<file path="src/rtl/acg_pkg.sv">
package acg_pkg;

  localparam int LOG_W = 4;

  typedef enum logic [1:0] {
    MR_256_A = 2'b00,
    MR_1024  = 2'b01,
    MR_512   = 2'b10,
    MR_256_B = 2'b11
  } mclk_ratio_e;

  typedef enum logic [1:0] {
    BR_16     = 2'b00,
    BR_32     = 2'b01,
    BR_64     = 2'b10,
    BR_64_RSV = 2'b11
  } bclk_ratio_e;

  // log2 of input cycles per frame
  function automatic logic [LOG_W-1:0] mclk_log2(input logic [1:0] code);
    case (code)
      MR_1024: mclk_log2 = 4'd10;
      MR_512:  mclk_log2 = 4'd9;
      default: mclk_log2 = 4'd8;
    endcase
  endfunction

  // log2 of bit clocks per frame; reserved code acts as 64x
  function automatic logic [LOG_W-1:0] bclk_log2(input logic [1:0] code);
    case (code)
      BR_16:   bclk_log2 = 4'd4;
      BR_32:   bclk_log2 = 4'd5;
      default: bclk_log2 = 4'd6;
    endcase
  endfunction

endpackage

</file>
<file path="src/rtl/acg_timebase.sv">
module acg_timebase
  import acg_pkg::*;
#(
  parameter int CNT_W = 10
) (
  input  logic             clk,
  input  logic             rst,
  input  logic [LOG_W-1:0] frame_lg,
  output logic [CNT_W-1:0] cnt_nxt,
  output logic             frame_start
);

  localparam logic [LOG_W-1:0] CW = LOG_W'(CNT_W);

  logic [CNT_W-1:0] cnt_q;
  logic [CNT_W-1:0] last;

  assign last    = {CNT_W{1'b1}} >> (CW - frame_lg);
  // reset value is all ones, so the first edge out of reset wraps to zero
  assign cnt_nxt = (cnt_q >= last) ? '0 : cnt_q + 1'b1;

  always_ff @(posedge clk) begin
    if (rst) begin
      cnt_q       <= '1;
      frame_start <= 1'b0;
    end else begin
      cnt_q       <= cnt_nxt;
      frame_start <= (cnt_nxt == '0);
    end
  end

  // once running, the count stays inside the selected frame length
  a_r2_count_bound: assert property (@(posedge clk) disable iff (rst)
    $past(!rst) |-> (cnt_q <= last));

endmodule

</file>
<file path="src/rtl/acg_bitclk.sv">
module acg_bitclk
  import acg_pkg::*;
#(
  parameter int CNT_W = 10
) (
  input  logic             clk,
  input  logic             rst,
  input  logic [CNT_W-1:0] cnt_nxt,
  input  logic [LOG_W-1:0] half_idx,
  output logic             bclk,
  output logic             bclk_rise,
  output logic             bclk_fall
);

  logic b_nxt;

  assign b_nxt = |(cnt_nxt & (CNT_W'(1) << half_idx));

  always_ff @(posedge clk) begin
    if (rst) begin
      bclk      <= 1'b0;
      bclk_rise <= 1'b0;
      bclk_fall <= 1'b0;
    end else begin
      bclk      <= b_nxt;
      bclk_rise <= b_nxt & ~bclk;
      bclk_fall <= ~b_nxt & bclk;
    end
  end

  // strobes mark real transitions of the bit clock output
  a_r4_rise_edge: assert property (@(posedge clk) disable iff (rst)
    bclk_rise |-> (bclk && !$past(bclk)));
  a_r4_fall_edge: assert property (@(posedge clk) disable iff (rst)
    bclk_fall |-> (!bclk && $past(bclk)));
  a_r4_no_silent_toggle: assert property (@(posedge clk) disable iff (rst)
    (bclk != $past(bclk)) |-> (bclk_rise || bclk_fall));

endmodule

</file>
<file path="src/rtl/acg_frameclk.sv">
module acg_frameclk
  import acg_pkg::*;
#(
  parameter int CNT_W = 10
) (
  input  logic             clk,
  input  logic             rst,
  input  logic [CNT_W-1:0] cnt_nxt,
  input  logic [LOG_W-1:0] frame_lg,
  input  logic [LOG_W-1:0] bitper_lg,
  input  logic             fmt_dsp,
  input  logic             short_frame,
  output logic             fclk
);

  logic second_half;
  logic first_bit;
  logic f_nxt;

  assign second_half = |(cnt_nxt & (CNT_W'(1) << (frame_lg - 4'd1)));
  assign first_bit   = ((cnt_nxt >> bitper_lg) == '0);

  always_comb begin
    if (!fmt_dsp)         f_nxt = second_half;
    else if (short_frame) f_nxt = first_bit;
    else                  f_nxt = ~second_half;
  end

  always_ff @(posedge clk) begin
    if (rst) fclk <= 1'b0;
    else     fclk <= f_nxt;
  end

endmodule

</file>
<file path="src/rtl/acg_mclkout.sv">
module acg_mclkout
  import acg_pkg::*;
#(
  parameter int CNT_W    = 10,
  parameter int MCO_LOG2 = 8
) (
  input  logic             clk,
  input  logic             rst,
  input  logic [CNT_W-1:0] cnt_nxt,
  input  logic [LOG_W-1:0] frame_lg,
  input  logic             enable,
  output logic             mclk_out
);

  localparam logic [LOG_W-1:0] MCO_LG = LOG_W'(MCO_LOG2);

  logic             avail;
  logic [LOG_W-1:0] idx;
  logic             m_nxt;

  assign avail = (frame_lg > MCO_LG);
  assign idx   = frame_lg - MCO_LG - 4'd1;
  assign m_nxt = enable & avail & (|(cnt_nxt & (CNT_W'(1) << idx)));

  always_ff @(posedge clk) begin
    if (rst) mclk_out <= 1'b0;
    else     mclk_out <= m_nxt;
  end

  // a low enable before an edge leaves the output low after it
  a_r11_off_when_disabled: assert property (@(posedge clk) disable iff (rst)
    !$past(enable) |-> !mclk_out);

endmodule

</file>
<file path="src/rtl/audio_clk_gen.sv">
module audio_clk_gen
  import acg_pkg::*;
#(
  parameter int CNT_W        = 10,
  parameter int MCO_LOG2     = 8,
  parameter bit HAS_MCLK_OUT = 1'b1
) (
  input  logic       clk,
  input  logic       rst,
  input  logic [1:0] mclk_ratio,
  input  logic [1:0] bclk_ratio,
  input  logic       fmt_dsp,
  input  logic       short_frame,
  input  logic       mclk_out_en,
  output logic       bclk,
  output logic       fclk,
  output logic       mclk_out,
  output logic       bclk_rise,
  output logic       bclk_fall,
  output logic       frame_start
);

  logic [LOG_W-1:0] frame_lg;
  logic [LOG_W-1:0] bits_lg;
  logic [LOG_W-1:0] bitper_lg;
  logic [LOG_W-1:0] half_idx;
  logic [CNT_W-1:0] cnt_nxt;

  assign frame_lg  = mclk_log2(mclk_ratio);
  assign bits_lg   = bclk_log2(bclk_ratio);
  assign bitper_lg = frame_lg - bits_lg;
  assign half_idx  = bitper_lg - 4'd1;

  acg_timebase #(.CNT_W(CNT_W)) u_timebase (
    .clk         (clk),
    .rst         (rst),
    .frame_lg    (frame_lg),
    .cnt_nxt     (cnt_nxt),
    .frame_start (frame_start)
  );

  acg_bitclk #(.CNT_W(CNT_W)) u_bitclk (
    .clk       (clk),
    .rst       (rst),
    .cnt_nxt   (cnt_nxt),
    .half_idx  (half_idx),
    .bclk      (bclk),
    .bclk_rise (bclk_rise),
    .bclk_fall (bclk_fall)
  );

  acg_frameclk #(.CNT_W(CNT_W)) u_frameclk (
    .clk         (clk),
    .rst         (rst),
    .cnt_nxt     (cnt_nxt),
    .frame_lg    (frame_lg),
    .bitper_lg   (bitper_lg),
    .fmt_dsp     (fmt_dsp),
    .short_frame (short_frame),
    .fclk        (fclk)
  );

  generate
    if (HAS_MCLK_OUT) begin : g_mco
      acg_mclkout #(.CNT_W(CNT_W), .MCO_LOG2(MCO_LOG2)) u_mclkout (
        .clk      (clk),
        .rst      (rst),
        .cnt_nxt  (cnt_nxt),
        .frame_lg (frame_lg),
        .enable   (mclk_out_en),
        .mclk_out (mclk_out)
      );
    end else begin : g_no_mco
      assign mclk_out = 1'b0;
    end
  endgenerate

  // frames begin while the bit clock is low
  a_r5_start_bclk_low: assert property (@(posedge clk) disable iff (rst)
    frame_start |-> !bclk);
  // standard format starts each frame with the frame clock low
  a_r6_start_low: assert property (@(posedge clk) disable iff (rst)
    (frame_start && !fmt_dsp) |-> !fclk);
  // DSP format starts each frame with the frame clock high
  a_r7_start_high: assert property (@(posedge clk) disable iff (rst)
    (frame_start && fmt_dsp) |-> fclk);
  // the short pulse only rises at a frame start
  a_r8_pulse_at_start: assert property (@(posedge clk) disable iff (rst)
    (fmt_dsp && short_frame && $rose(fclk)) |-> frame_start);
  // no master clock output at the 256x input ratio
  a_r11_off_at_256: assert property (@(posedge clk) disable iff (rst)
    (mclk_ratio == MR_256_A || mclk_ratio == MR_256_B) |-> !mclk_out);

endmodule

</file>
<file path="config.mk">
export PLATFORM = sky130hd
export DESIGN_NAME = audio_clk_gen
export DESIGN_NICKNAME = d
export VERILOG_FILES = /design/src/rtl/acg_pkg.sv /design/src/rtl/acg_timebase.sv /design/src/rtl/acg_bitclk.sv /design/src/rtl/acg_frameclk.sv /design/src/rtl/acg_mclkout.sv /design/src/rtl/audio_clk_gen.sv
export SDC_FILE = /design/constraint.sdc
export NUM_CORES = 1
export LEC_CHECK = 0
export BUFFER_PORTS_ARGS = -buffer_cell sky130_fd_sc_hd__buf_2
export CORE_UTILIZATION = 41
export DETAILED_ROUTE_END_ITERATION = 16
export PLACE_DENSITY_LB_ADDON = 0.3
export SKIP_LAST_GASP = 1
export SYNTH_ARGS = -nofsm -noshare
export SYNTH_HDL_FRONTEND = slang
export SYNTH_SLANG_ARGS = --single-unit
</file>
<file path="constraint.sdc">
create_clock -name clk -period 2.85 [get_ports clk]
set_input_delay 0.1425 -clock clk [delete_from_list [all_inputs] [get_ports clk]]
set_output_delay 0.1425 -clock clk [all_outputs]
set_load 0.005 [all_outputs]
</file>
==> results of run 1 <==
==> through the flow <==
step                      instance area (sq um)  utilization [%]  power (W)  hold WS [ns]
final                                      1550             49.2   0.000799         0.100
after global routing                       1550             49.2   0.000851        0.0995
after CTS                                  1550             49.2   0.000793         0.102
after detailed placement                   1510             48.0   0.000640         0.415
after global placement                     1510             48.0   0.000635         0.406
after floorplan                            1420                -   0.000548         0.302
==> critical path: cells and delay by family, from the launching register on <==
kind | cells | cell delay (ns)
AO/OA/AOI/OAI | 2 | 0.44
adder cells (fa/ha/maj) | 1 | 0.48
flip-flops | 1 | 0.54
multiplexers | 1 | 0.17
AND/OR/NAND/NOR | 3 | 0.72
==> power by group through the flow <==
stage | Clock [W] | Combinational [W] | Sequential (W)
after CTS | 0.000156 | 0.000331 | 0.000306
after global routing | 0.000166 | 0.000372 | 0.000313
after global placement | 0 | 0.000325 | 0.000310
after floorplan | 0 | 0.000266 | 0.000281
after detailed placement | 0 | 0.000328 | 0.000312
final | 0.000155 | 0.000336 | 0.000308
==> flip-flops by register name, indices dropped and copies added, names as in the netlist <==
| name | count |
|---|---|
| u_bitclk.bclk_rise | 1 |
| u_bitclk.bclk_fall | 1 |
| u_frameclk.fclk | 1 |
| u_bitclk.bclk | 1 |
| u_timebase.cnt_q | 10 |
| u_timebase.frame_start | 1 |
| g_mco.u_mclkout.mclk_out | 1 |
==> how the worst min path moves through the flow <==
stage | end | startpoint | cells past startpoint
2_1_floorplan | g_mco.u_mclkout.mclk_out$_SDFF_PP0_ | mclk_out_en | 1
3_5_place_dp | g_mco.u_mclkout.mclk_out$_SDFF_PP0_ | mclk_out_en | 2
4_1_cts | g_mco.u_mclkout.mclk_out$_SDFF_PP0_ | mclk_out_en | 2
5_1_grt | g_mco.u_mclkout.mclk_out$_SDFF_PP0_ | mclk_out_en | 2
3_3_place_gp | g_mco.u_mclkout.mclk_out$_SDFF_PP0_ | mclk_out_en | 2
6_report | g_mco.u_mclkout.mclk_out$_SDFF_PP0_ | mclk_out_en | 2
==> final cells by class <==
cell class                      count  area, sq um
Clock buffer                        4         36.3
Fill cell                         306         1600
Inverter                           15         56.3
Multi-Input combinational cell    133          990
Sequential cell                    16          320
Tap cell                           44         55.1
Timing Repair Buffer               17         92.6
==> layout by cell type (no fill, tap or decap), drive strengths merged, types with 2 or more instances in the layout <==
| cell type | netlist | routed |
|---|---|---|
| a211oi | 4 | 4 |
| a21oi | 2 | 2 |
| a221o | 2 | 2 |
| a22oi | 3 | 3 |
| a31oi | 2 | 2 |
| a41o | 2 | 2 |
| and2 | 5 | 5 |
| and3 | 2 | 2 |
| buf | 6 | 17 |
| clkbuf | 5 | 4 |
| dfxtp | 16 | 16 |
| ha | 12 | 12 |
| inv | 15 | 15 |
| nand2 | 11 | 11 |
| nand2b | 3 | 3 |
| nand3 | 8 | 8 |
| nand4 | 3 | 3 |
| nor2 | 4 | 4 |
| nor2b | 3 | 3 |
| nor3 | 8 | 8 |
| nor4 | 2 | 2 |
| o211ai | 3 | 3 |
| o21a | 2 | 2 |
| o21ai | 15 | 15 |
| o221ai | 2 | 2 |
| or3 | 3 | 3 |
| xnor2 | 4 | 4 |
| xor2 | 9 | 9 |
==> cells by family after synthesis <==
family	after synthesis
flops	16
mux	1
fa+ha+maj	14
compound gates	49
xor+xnor	13
buf+inv	26
simple gates	56
==> metal layers <==
metal	global-route usage (%)	part of all wire [%]
met5	0	0
met3	4.26	6.6
met4	11.4	3.0
met2	33.1	46
met1	29.9	44
==> impl_results.md, run 1 <==
* Status: completed
* Syn-to-layout area delta at 9.55%
* Worst setup EP type: flip-flop
* Yosys cell types at 53
* Layout cells sized above 1 at around 15%
* Largest family of logic cells by synthesized area: compound AO/OA/AOI/OAI gates
* Post-CTS sizing at 0
* Largest stage delay, worst path at between 0.5 and 0.6 ns
* Max Slew Vio Count at 0
* Setup TNS at 0 ns
* Sequential Power Share at between 30% and 40%
* Vias in the first global route at roughly 1300
* Adder-cell share of the synthesized area at 12.7%
* RSZ-0062 raised after global routing: no
* Slew @ Worst Pin at ~0.50 ns
* Cells after synthesis at 175
* Port bufs at 14
* Die Ht at ~61 um
* Largest area contributor in the netlist: dfxtp_1
* Fmax at about 410 MHz
* Post-synthesis xor/xnor area fraction at 8.05%
* VDD IR max at 244 uV
* Final non-filler cell total at 229
* Drc violations at 0
* Warnings, synthesis at 0
* CP Class: reg2reg
* Max clock buf depth at 2
* # setup viols final at 0
* 1st-iter DRT viols at 122
* Antenna Cells at 0
* First-pass detailed-route iteration total at 5
* DR vias at approximately 1400
* Core area at 3150 sq um
* Post-place setup slack at 0.182 ns
* CTS tree: yes
* P_leak at 0.666 nW
* Clk pwr share at 19.4%
* DPL Wire Length at 2.83 mm
* Largest net degree at the start of global routing at 15
* R2R Path End: u_bitclk.bclk_fall$_SDFF_PP0_
* Max-cap check violation count at 0
* GPL Wtd Cong at 0.976
* Final WS setup at 0.400 ns
* Arrival time worst endpoint at 2.65 ns
* CP Launch Point: u_timebase.cnt_q[0]$_SDFF_PP1_
* Sw frac at 41.1%
* CTS root buffer: clkbuf_4
* Reg2Reg Depth at 7
* Element type at the critical path start: flip-flop
* R2R setup slack at 0.40 ns
* Worst path slowest cell: dfxtp_1
* Multiplexer share of the synthesized area at 0.707%
* Clock Skew at 0.00458 ns
* Antenna violations before repair at 0
* FFs w/ async S/R, synth at 0%
* Ranking of synthesized cells by area: dfxtp_1 23%, ha_1 11%, xor2_1 5.6%
* Synth top area share at 22.6%
* CP Cell Sequence: ha_1, nand2_1, or3_1, and2_1, mux2i_1, a31oi_1, a41o_1
* Critical Path RT at 3.05 ns
* Main synth FF type: dfxtp_1
* Min cycle time layout at around 2.4 ns
* Row count at 20
* Final Hold Vio Count at 0
* Period utilization at 85.9%
* Post-synthesis simple-gate area fraction at between 20% and 30%
* Nets at 208
* Worst-path fanout max at 13
* Worst min path class: in2reg
* Syn Area/Cell at 8.09 sq um
* Seq/Total Area, Yosys at 22.6%
* Overflow after GRT at 0
* Chip width at 60.8 um
* Clock-pin slew on the worst setup and hold paths at 0.10 ns
* Placed cells at around 230
* Pwr/cell area at approximately 520 nW/um^2
* Buffer count from post-CTS setup fixing at 0
* Sw power at between 0.0003 and 0.0004 W
* CTS buffer count at 3
* Ports at 15
* Clock sink total at 16
* All-Layer GR Usage at about 22%
* RR Startpoint: u_timebase.cnt_q[0]$_SDFF_PP1_
* Vias per std cell at 6.15
* Worst slew margin at 66.9%
* Initial core utilization at between 40% and 50%
* Most common cell in the synthesized netlist: dfxtp_1
* Worst skew pair latency at 0.29 ns
* Htree depth at 1
* Post-route ant nets at 0
* Die Area at roughly 3700 sq um
* Post-Route WL at between 3 and 4 mm
* Yosys reg bits at 16
* Int Power at roughly 0.00047 W
* Logic gate share of total power at 42.1%
* Synthesized net count at 197
* Post-synthesis compound-gate area fraction at 25.6%
* Post-CTS Hold Buffers at 0
* Global-route wire length before repair at about 6 mm
* Setup crit end: u_bitclk.bclk_fall$_SDFF_PP0_
* Number of synthesized flops with an enable pin at 0
* Synthesized area at 1420 sq um
* Wire per inst at 15.9 um
* Synth cell count leaders: 16 x dfxtp_1, 15 x o21ai_0, 14 x inv_1
Note: power is estimated with default switching activity, not from simulation.
==> run 2, diff against run 1 <==
Settings changed: ABC_AREA set to 1.
==> run 2 against run 1 <==
Worst setup slack gained 0.17 ns. Combinational power rose by 4%. Fmax rose by 7.6%. Sequential share of layout area fell by 0.28 points.
==> impl_results.md, run 2 <==
* Status: completed
* 1st-iter DRT viols at 64 (-48%)
* Main synth FF type: dfxtp_1
* Fmax at 439 MHz (+7.6%)
* First-pass detailed-route iteration total at 4 (-1)
* Vias in the first global route at 1235 (-5.5%)
* Chip width at 60.8 um (about the same)
* Syn Area/Cell at 6.44 sq um (-20%)
* Seq/Total Area, Yosys at 22.6% (-0.040 points)
* CTS root buffer: clkbuf_4
* Warnings, synthesis at 0 (unchanged)
* Bufs and invs on worst path at 4 (+4)
* Initial core utilization at 44.6% (-0.27 points)
* RSZ-0062 raised after global routing: no
* Synthesized area at 1420 sq um (+0.18%)
* Largest net degree at the start of global routing at 14 (-1)
* Critical Path RT at 3.04 ns (about the same)
* Sequential Power Share at 36.7% (-1.8 points)
* Post-route ant nets at 0 (unchanged)
* R2R setup slack at 0.60 ns (+0.20 ns)
* Sw power at 0.000332 W (+1.0%)
* Antenna Cells at 0 (unchanged)
* Ranking of synthesized cells by area: dfxtp_1 23%, nand2_1 16%, ha_1 11%
* DPL Wire Length at 2.84 mm (+0.31%)
* VDD IR max at 187 uV (-23%)
* Reg with most FFs: u_timebase.cnt_q
* Largest stage delay, worst path at 0.38 ns (-0.16 ns)
* Worst skew pair latency at 0.28 ns (about the same)
* Cells after synthesis at 220 (+26%)
* Clock sink total at 16 (unchanged)
* Period utilization at 79.8% (-6.1 points)
* Commonest cells after routing, fill and taps aside: 62 x nand2_1, 33 x inv_1, 24 x nor2_1, 16 x dfxtp_1, 14 x buf_2
* Buffer count from post-CTS setup fixing at 0 (unchanged)
* Max Slew Vio Count at 0 (unchanged)
* Commonest non-fill, non-tap cell in the layout: nand2_1
* Slew @ Worst Pin at 0.345 ns (-0.152 ns)
* CP Cell Sequence: buf_2, inv_1, ha_1, ha_1, nand2_1, nor2_4, nand3_2, nand2_2, nor2_8, nand2_4, nor2_1, inv_1, nand2_1, nand2_1, nand2_1, nor2_1, nand2_1, nand3_1, nand2_1, inv_1
* Worst path slowest cell: ha_1
* Post-CTS Hold Buffers at 0 (unchanged)
* Worst min path class: in2reg
* Overflow after GRT at 0 (unchanged)
* Most frequent cell on the critical path: nand2_1
* Row count at 20 (unchanged)
* Final Hold Vio Count at 0 (unchanged)
* Core area at 3180 sq um (+0.79%)
* Die Ht at 60.8 um (about the same)
* Max clock buf depth at 2 (unchanged)
* Logic gate share of total power at 44.8% (+2.7 points)
* Die Area at 3700 sq um (+0.16%)
* Post-CTS sizing at 0 (unchanged)
* Final non-filler cell total at 281 (+23%)
* Final WS setup at 0.574 ns (+0.174 ns)
* Placed cells at 277 (+23%)
* Yosys cell types at 28 (-47%)
* DR vias at 1380 (-2.1%)
* Post-place setup slack at 0.264 ns (+0.0821 ns)
* Vias per std cell at 4.91 (-20%)
* Clock Skew at 0.000709 ns (-0.00388 ns)
* Worst setup EP type: flip-flop
* Max-cap check violation count at 0 (unchanged)
* Worst-path fanout max at 11 (-2)
* Antenna violations before repair at 0 (unchanged)
* Min cycle time layout at 2.28 ns (-0.174 ns)
* Post-Route WL at 3.39 mm (-7.0%)
* Global-route wire length before repair at 5.68 mm (-5.7%)
* Max reg flops at 10 (unchanged)
* Setup TNS at 0 ns (unchanged)
* CTS tree: yes
* Sw frac at 42.5% (+1.4 points)
* Number of synthesized flops with an enable pin at 0 (unchanged)
* Reg2Reg Depth at 17 (+10)
* Largest area contributor in the netlist: dfxtp_1
* # setup viols final at 0 (unchanged)
* Arrival time worst endpoint at 2.46 ns (-0.19 ns)
* GPL Wtd Cong at 0.964 (-1.2%)
* FFs w/ async S/R, synth at 0% (unchanged)
* Clk pwr share at 18.5% (-0.9 points)
* Port bufs at 14 (unchanged)
* Most common cell in the synthesized netlist: nand2_1
* CP Class: in2reg
* Worst slew margin at 76.9% (+10 points)
* Synth cell count leaders: 62 x nand2_1, 33 x inv_1, 24 x nor2_1
* WP depth at 20 (+13)
* Drc violations at 0 (unchanged)
* CTS buffer count at 3 (unchanged)
* Int Power at 0.000449 W (-4.6%)
* Ports at 15 (unchanged)
* Clock-pin slew on the worst setup and hold paths at 0.09 ns (about the same)
* Tot Pwr at 0.000780 W (-2.3%)
* Top delay family on crit path: simple AND/OR/NAND/NOR gates
* Yosys reg bits at 16 (unchanged)
* All-Layer GR Usage at 20.9% (-1.1 points)
* Nets at 260 (+25%)
* Layout cells sized above 1 at 18.1% (+3.5 points)
* Wire per inst at 12.1 um (-24%)
* P_leak at 0.880 nW (+32%)
* Htree depth at 1 (unchanged)
* Synth top area share at 22.6% (-0.040 points)
* Synthesized net count at 242 (+23%)
* Syn-to-layout area delta at 10.9%
* Element type at the critical path start: input pin
* Pwr/cell area at 497 nW/um^2 (-3.6%)
* Hold Path Stages at 3 (+1)
## run 2: changes by cell type after synthesis, sizes merged, moves of 6 or more
cell | before | now
nand2 | 11 | 68
nor2 | 4 | 35
inv | 15 | 37
nand4 | 3 | 9
nor3 | 8 | 2
o21ai | 15 | 9
xor2 | 9 | 3
## run 2: stage by stage
stage | hold slack (ns) | util [%] | instance area [sq um]
2_1_floorplan | 0.289 | - | 1420
3_3_place_gp | 0.379 | 48.3 | 1540
3_5_place_dp | 0.395 | 48.3 | 1540
4_1_cts | 0.104 | 49.4 | 1570
5_1_grt | 0.121 | 49.4 | 1570
6_report | 0.0982 | 49.4 | 1570
## run 2: kinds of logic (layout without fill, tap and decap cells)
| family | count (synthesis) | count (layout) | share of synthesized area (%) |
|---|---|---|---|
| compound gates | 19 | 19 | 7.86 |
| xor+xnor | 3 | 3 | 1.85 |
| fa+ha+maj | 13 | 13 | 12.0 |
| buf+inv | 39 | 56 | 10.9 |
| flops | 16 | 16 | 22.6 |
| simple gates | 130 | 130 | 44.8 |
## run 2: layout make-up
cell class                      count  area, sq um
Clock buffer                        4         36.3
Fill cell                         345         1610
Inverter                           37          139
Multi-Input combinational cell    165          943
Sequential cell                    16          320
Tap cell                           44         55.1
Timing Repair Buffer               15         77.6
## run 2: worst paths after layout
path / start / endpoint
max: mclk_ratio[0] / u_frameclk.fclk$_SDFF_PP0_
min: mclk_out_en / g_mco.u_mclkout.mclk_out$_SDFF_PP0_
max reg2reg: u_timebase.cnt_q[8]$_SDFF_PP1_ / u_frameclk.fclk$_SDFF_PP0_
min reg2reg: u_bitclk.bclk$_SDFF_PP0_ / u_bitclk.bclk_rise$_SDFF_PP0_
## run 2: layer usage
layer	part of all wire (%)	wire length, um	global-route usage [%]	vias up
li1	-	-	-	727
met1	48	1640	30.0	608
met2	45	1530	33.1	41
met3	5.3	178	3.20	4
met4	1.4	47	4.55	0
met5	0	0	0	-
## run 2: power groups by stage
stage                     clock (W)  sequential, W  combinational, W
after floorplan                   0       0.000281          0.000268
after global routing       0.000156       0.000290          0.000400
final                      0.000144       0.000286          0.000350
after CTS                  0.000146       0.000286          0.000345
after global placement            0       0.000292          0.000345
after detailed placement          0       0.000292          0.000344
## run 2: worst reg2reg max path, delay by kind of cell, from the launching register on
kind	cells	cell delay [ns]
fa+ha+maj	1	0.26
buf+inv	2	0.16
flops	1	0.41
simple gates	14	1.34
==> run 3, diff against run 2 <==
Clock period 2.85 ns to 2.2 ns, I/O delays scaled along.
==> run 3 against run 2 <==
Clock power grew 34%. Sequential power grew 28%. Clock-buffer cell count is the same. Power grew 43%. Cell area grew 13%. Final cell count grew 8.5%. Combinational power grew 60%. Global-route usage grew 1.1 points. Hold slack lost 0.045 ns. Non-clock buffer count grew 24. Sequential share of layout area shrank 2.3 points. Register-to-register slack lost 0.41 ns. Largest cell class unchanged.
==> impl_results.md, run 3 (synthesis gave the netlist of run 2 again) <==
* Clock Skew at 0.00679 ns (+0.00608 ns)
* Worst setup EP type: flip-flop
* R2R setup slack at 0.19 ns (-0.41 ns)
* Commonest cells after routing, fill and taps aside: 62 x nand2_1, 33 x inv_1, 24 x nor2_1, 24 x buf_4, 16 x dfxtp_1
* Worst skew pair latency at 0.29 ns (about the same)
* CTS root buffer: clkbuf_4
* Post-Route WL at 3.51 mm (+3.6%)
* Status: completed
* # setup viols final at 0 (unchanged)
* P_leak at 0.997 nW (+13%)
* Antenna violations before repair at 0 (unchanged)
* Worst min path class: in2reg
* Final instance area at 1770 sq um (+13%)
* Placed cell area at 1730 sq um (+13%)
* Final Hold Vio Count at 0 (unchanged)
* CP Class: reg2reg
* Drc violations at 0 (unchanged)
* Final WS setup at 0.186 ns (-0.388 ns)
* Min cycle time layout at slightly above 2 ns
* 1st-iter DRT viols at 74 (+16%)
* RSZ-0062 raised after global routing: no
* Vias per std cell at 4.72 (-3.9%)
* Placed cells at 301 (+8.7%)
* Fmax at 497 MHz
* Max reg flops at 10 (unchanged)
* DR vias at 1439 (+4.3%)
* Commonest non-fill, non-tap cell in the layout: nand2_1
* GPL Wtd Cong at 1.04 (+8.0%)
* Ports at 15 (unchanged)
* GRT busiest layer: met2
* VDD IR max at 254 uV (+35%)
* Largest net degree at the start of global routing at 14 (unchanged)
* Max clock buf depth at 2 (unchanged)
* Max Slew Vio Count at 0 (unchanged)
* Critical Path RT at 2.44 ns (-0.60 ns)
* Tot Pwr at 0.00112 W (+43%)
* Element type at the critical path start: flip-flop
* Layout cells sized above 1 at 26.1% (+7.9 points)
* Worst slew margin at 75.7% (-1.2 points)
* RR Startpoint: u_timebase.cnt_q[7]$_SDFF_PP1_
* Worst-path fanout max at 5 (-6)
* Vias in the first global route at 1341 (+8.6%)
* Initial core utilization at 44.6% (unchanged)
* All-Layer GR Usage at 22.1% (+1.1 points)
* Setup TNS at 0 ns (unchanged)
* Max-cap check violation count at 0 (unchanged)
* Period utilization at 91.5%
* Wire per inst at 11.5 um (-4.5%)
* Htree depth at 1 (unchanged)
* Hold Path Origin: mclk_out_en
* Met2 Usage GRT at 34.9% (+1.7 points)
* CTS tree: yes
* Syn-to-layout area delta at 25.0%
* Final non-filler cell total at 305 (+8.5%)
* Pwr/cell area at 631 nW/um^2 (+27%)
* FILL cells at 310 (-10%)
* Met3 usage at 2.56% (-0.64 points)
* Buffer count from post-CTS setup fixing at 0 (unchanged)
* Antenna Cells at 0 (unchanged)
* Slew @ Worst Pin at 0.364 ns (+0.0190 ns)
* Die Area at 3700 sq um (unchanged)
* Grt met1 use at 32.4% (+2.4 points)
* Overflow after GRT at 0 (unchanged)
* R2R Path End: u_bitclk.bclk_rise$_SDFF_PP0_
* DPL Wire Length at 3.02 mm (+6.1%)
* Clock-pin slew on the worst setup and hold paths at 0.10 ns (about the same)
* Port bufs at 14 (unchanged)
* Clock sink total at 16 (unchanged)
* Hold endpoint: g_mco.u_mclkout.mclk_out$_SDFF_PP0_
* CTS buffer count at 3 (unchanged)
* Die Ht at 60.8 um (unchanged)
* Nets at 284 (+9.2%)
* First-pass detailed-route iteration total at 4 (unchanged)
* Post-route ant nets at 0 (unchanged)
* Arrival time worst endpoint at 2.25 ns (-0.21 ns)
* Core area at 3180 sq um (unchanged)
* Row count at 20 (unchanged)
* Global-route wire length before repair at 6.07 mm (+6.9%)
* Post-place setup slack at -0.0864 ns (-0.351 ns)
* Reg2Reg Depth at 15 (-2)
* Reg with most FFs: u_timebase.cnt_q
* Hold Path Stages at 3 (unchanged)
* Chip width at 60.8 um (unchanged)
[run 3: cell types whose count changed in the layout (fill, tap and decap cells not counted)]
cell	change
xor2_2	+1
buf_12	+1
buf_4	+23
xor2_1	-1
[run 3: cell type report]
type                    count  area, sq um  area share [%]
clock buffers               4         36.3            2.05
inverters                  37          139            7.84
multi-input cells         165          951            53.7
flip-flops and latches     16          320            18.1
well taps                  44         55.1            3.11
repair buffers             39          270            15.3
[run 3: worst max path at each step]
stage	start	to	slack, ns	depth (start not counted)
2_1_floorplan	mclk_ratio[0]	u_frameclk.fclk$_SDFF_PP0_	0.08	19
3_3_place_gp	mclk_ratio[0]	u_bitclk.bclk_rise$_SDFF_PP0_	-0.09	20
3_5_place_dp	mclk_ratio[0]	u_bitclk.bclk_rise$_SDFF_PP0_	-0.09	20
4_1_cts	u_timebase.cnt_q[0]$_SDFF_PP1_	u_frameclk.fclk$_SDFF_PP0_	0.14	13
5_1_grt	u_timebase.cnt_q[0]$_SDFF_PP1_	u_frameclk.fclk$_SDFF_PP0_	0.006	13
6_report	u_timebase.cnt_q[7]$_SDFF_PP1_	u_bitclk.bclk_rise$_SDFF_PP0_	0.19	15
[run 3: where the power goes]
group          switching (W)  total, W  internal, W
combinational       0.000322  0.000559     0.000238
sequential         0.0000383  0.000366     0.000328
clock              0.0000927  0.000193     0.000101
[run 3: layer usage]
layer	part of all wire, %	wire (um)
met1	50	1760
met2	45	1570
met3	3.8	134
met4	1.2	41
met5	0	0
[run 3: repair_timing]
action / 4_1_cts / 5_1_grt
resized for setup: 0 / 1
setup endpoints to repair: 0 / 1
hold buffers: 0 / 0
[run 3: worst max-delay path, stage by stage (launching register included)]
cell	delay (ns)
dfxtp_1	0.35
ha_1	0.30
nand2_1	0.08
nor2_2	0.04
nor2_2	0.14
nor2_4	0.06
nor2_8	0.14
nand2_4	0.08
buf_4	0.14
nor2_4	0.10
nand2_1	0.06
a21oi_1	0.15
nor2_1	0.07
nand3_2	0.09
nand2_1	0.08
nor2_2	0.09
[run 3: stage by stage]
stage | hold WS (ns) | utilization [%]
floorplan | 0.257 | -
global placement | 0.349 | 54.4
detailed placement | 0.357 | 54.4
CTS | 0.0612 | 55.5
global route | 0.0823 | 55.7
finish | 0.0529 | 55.7
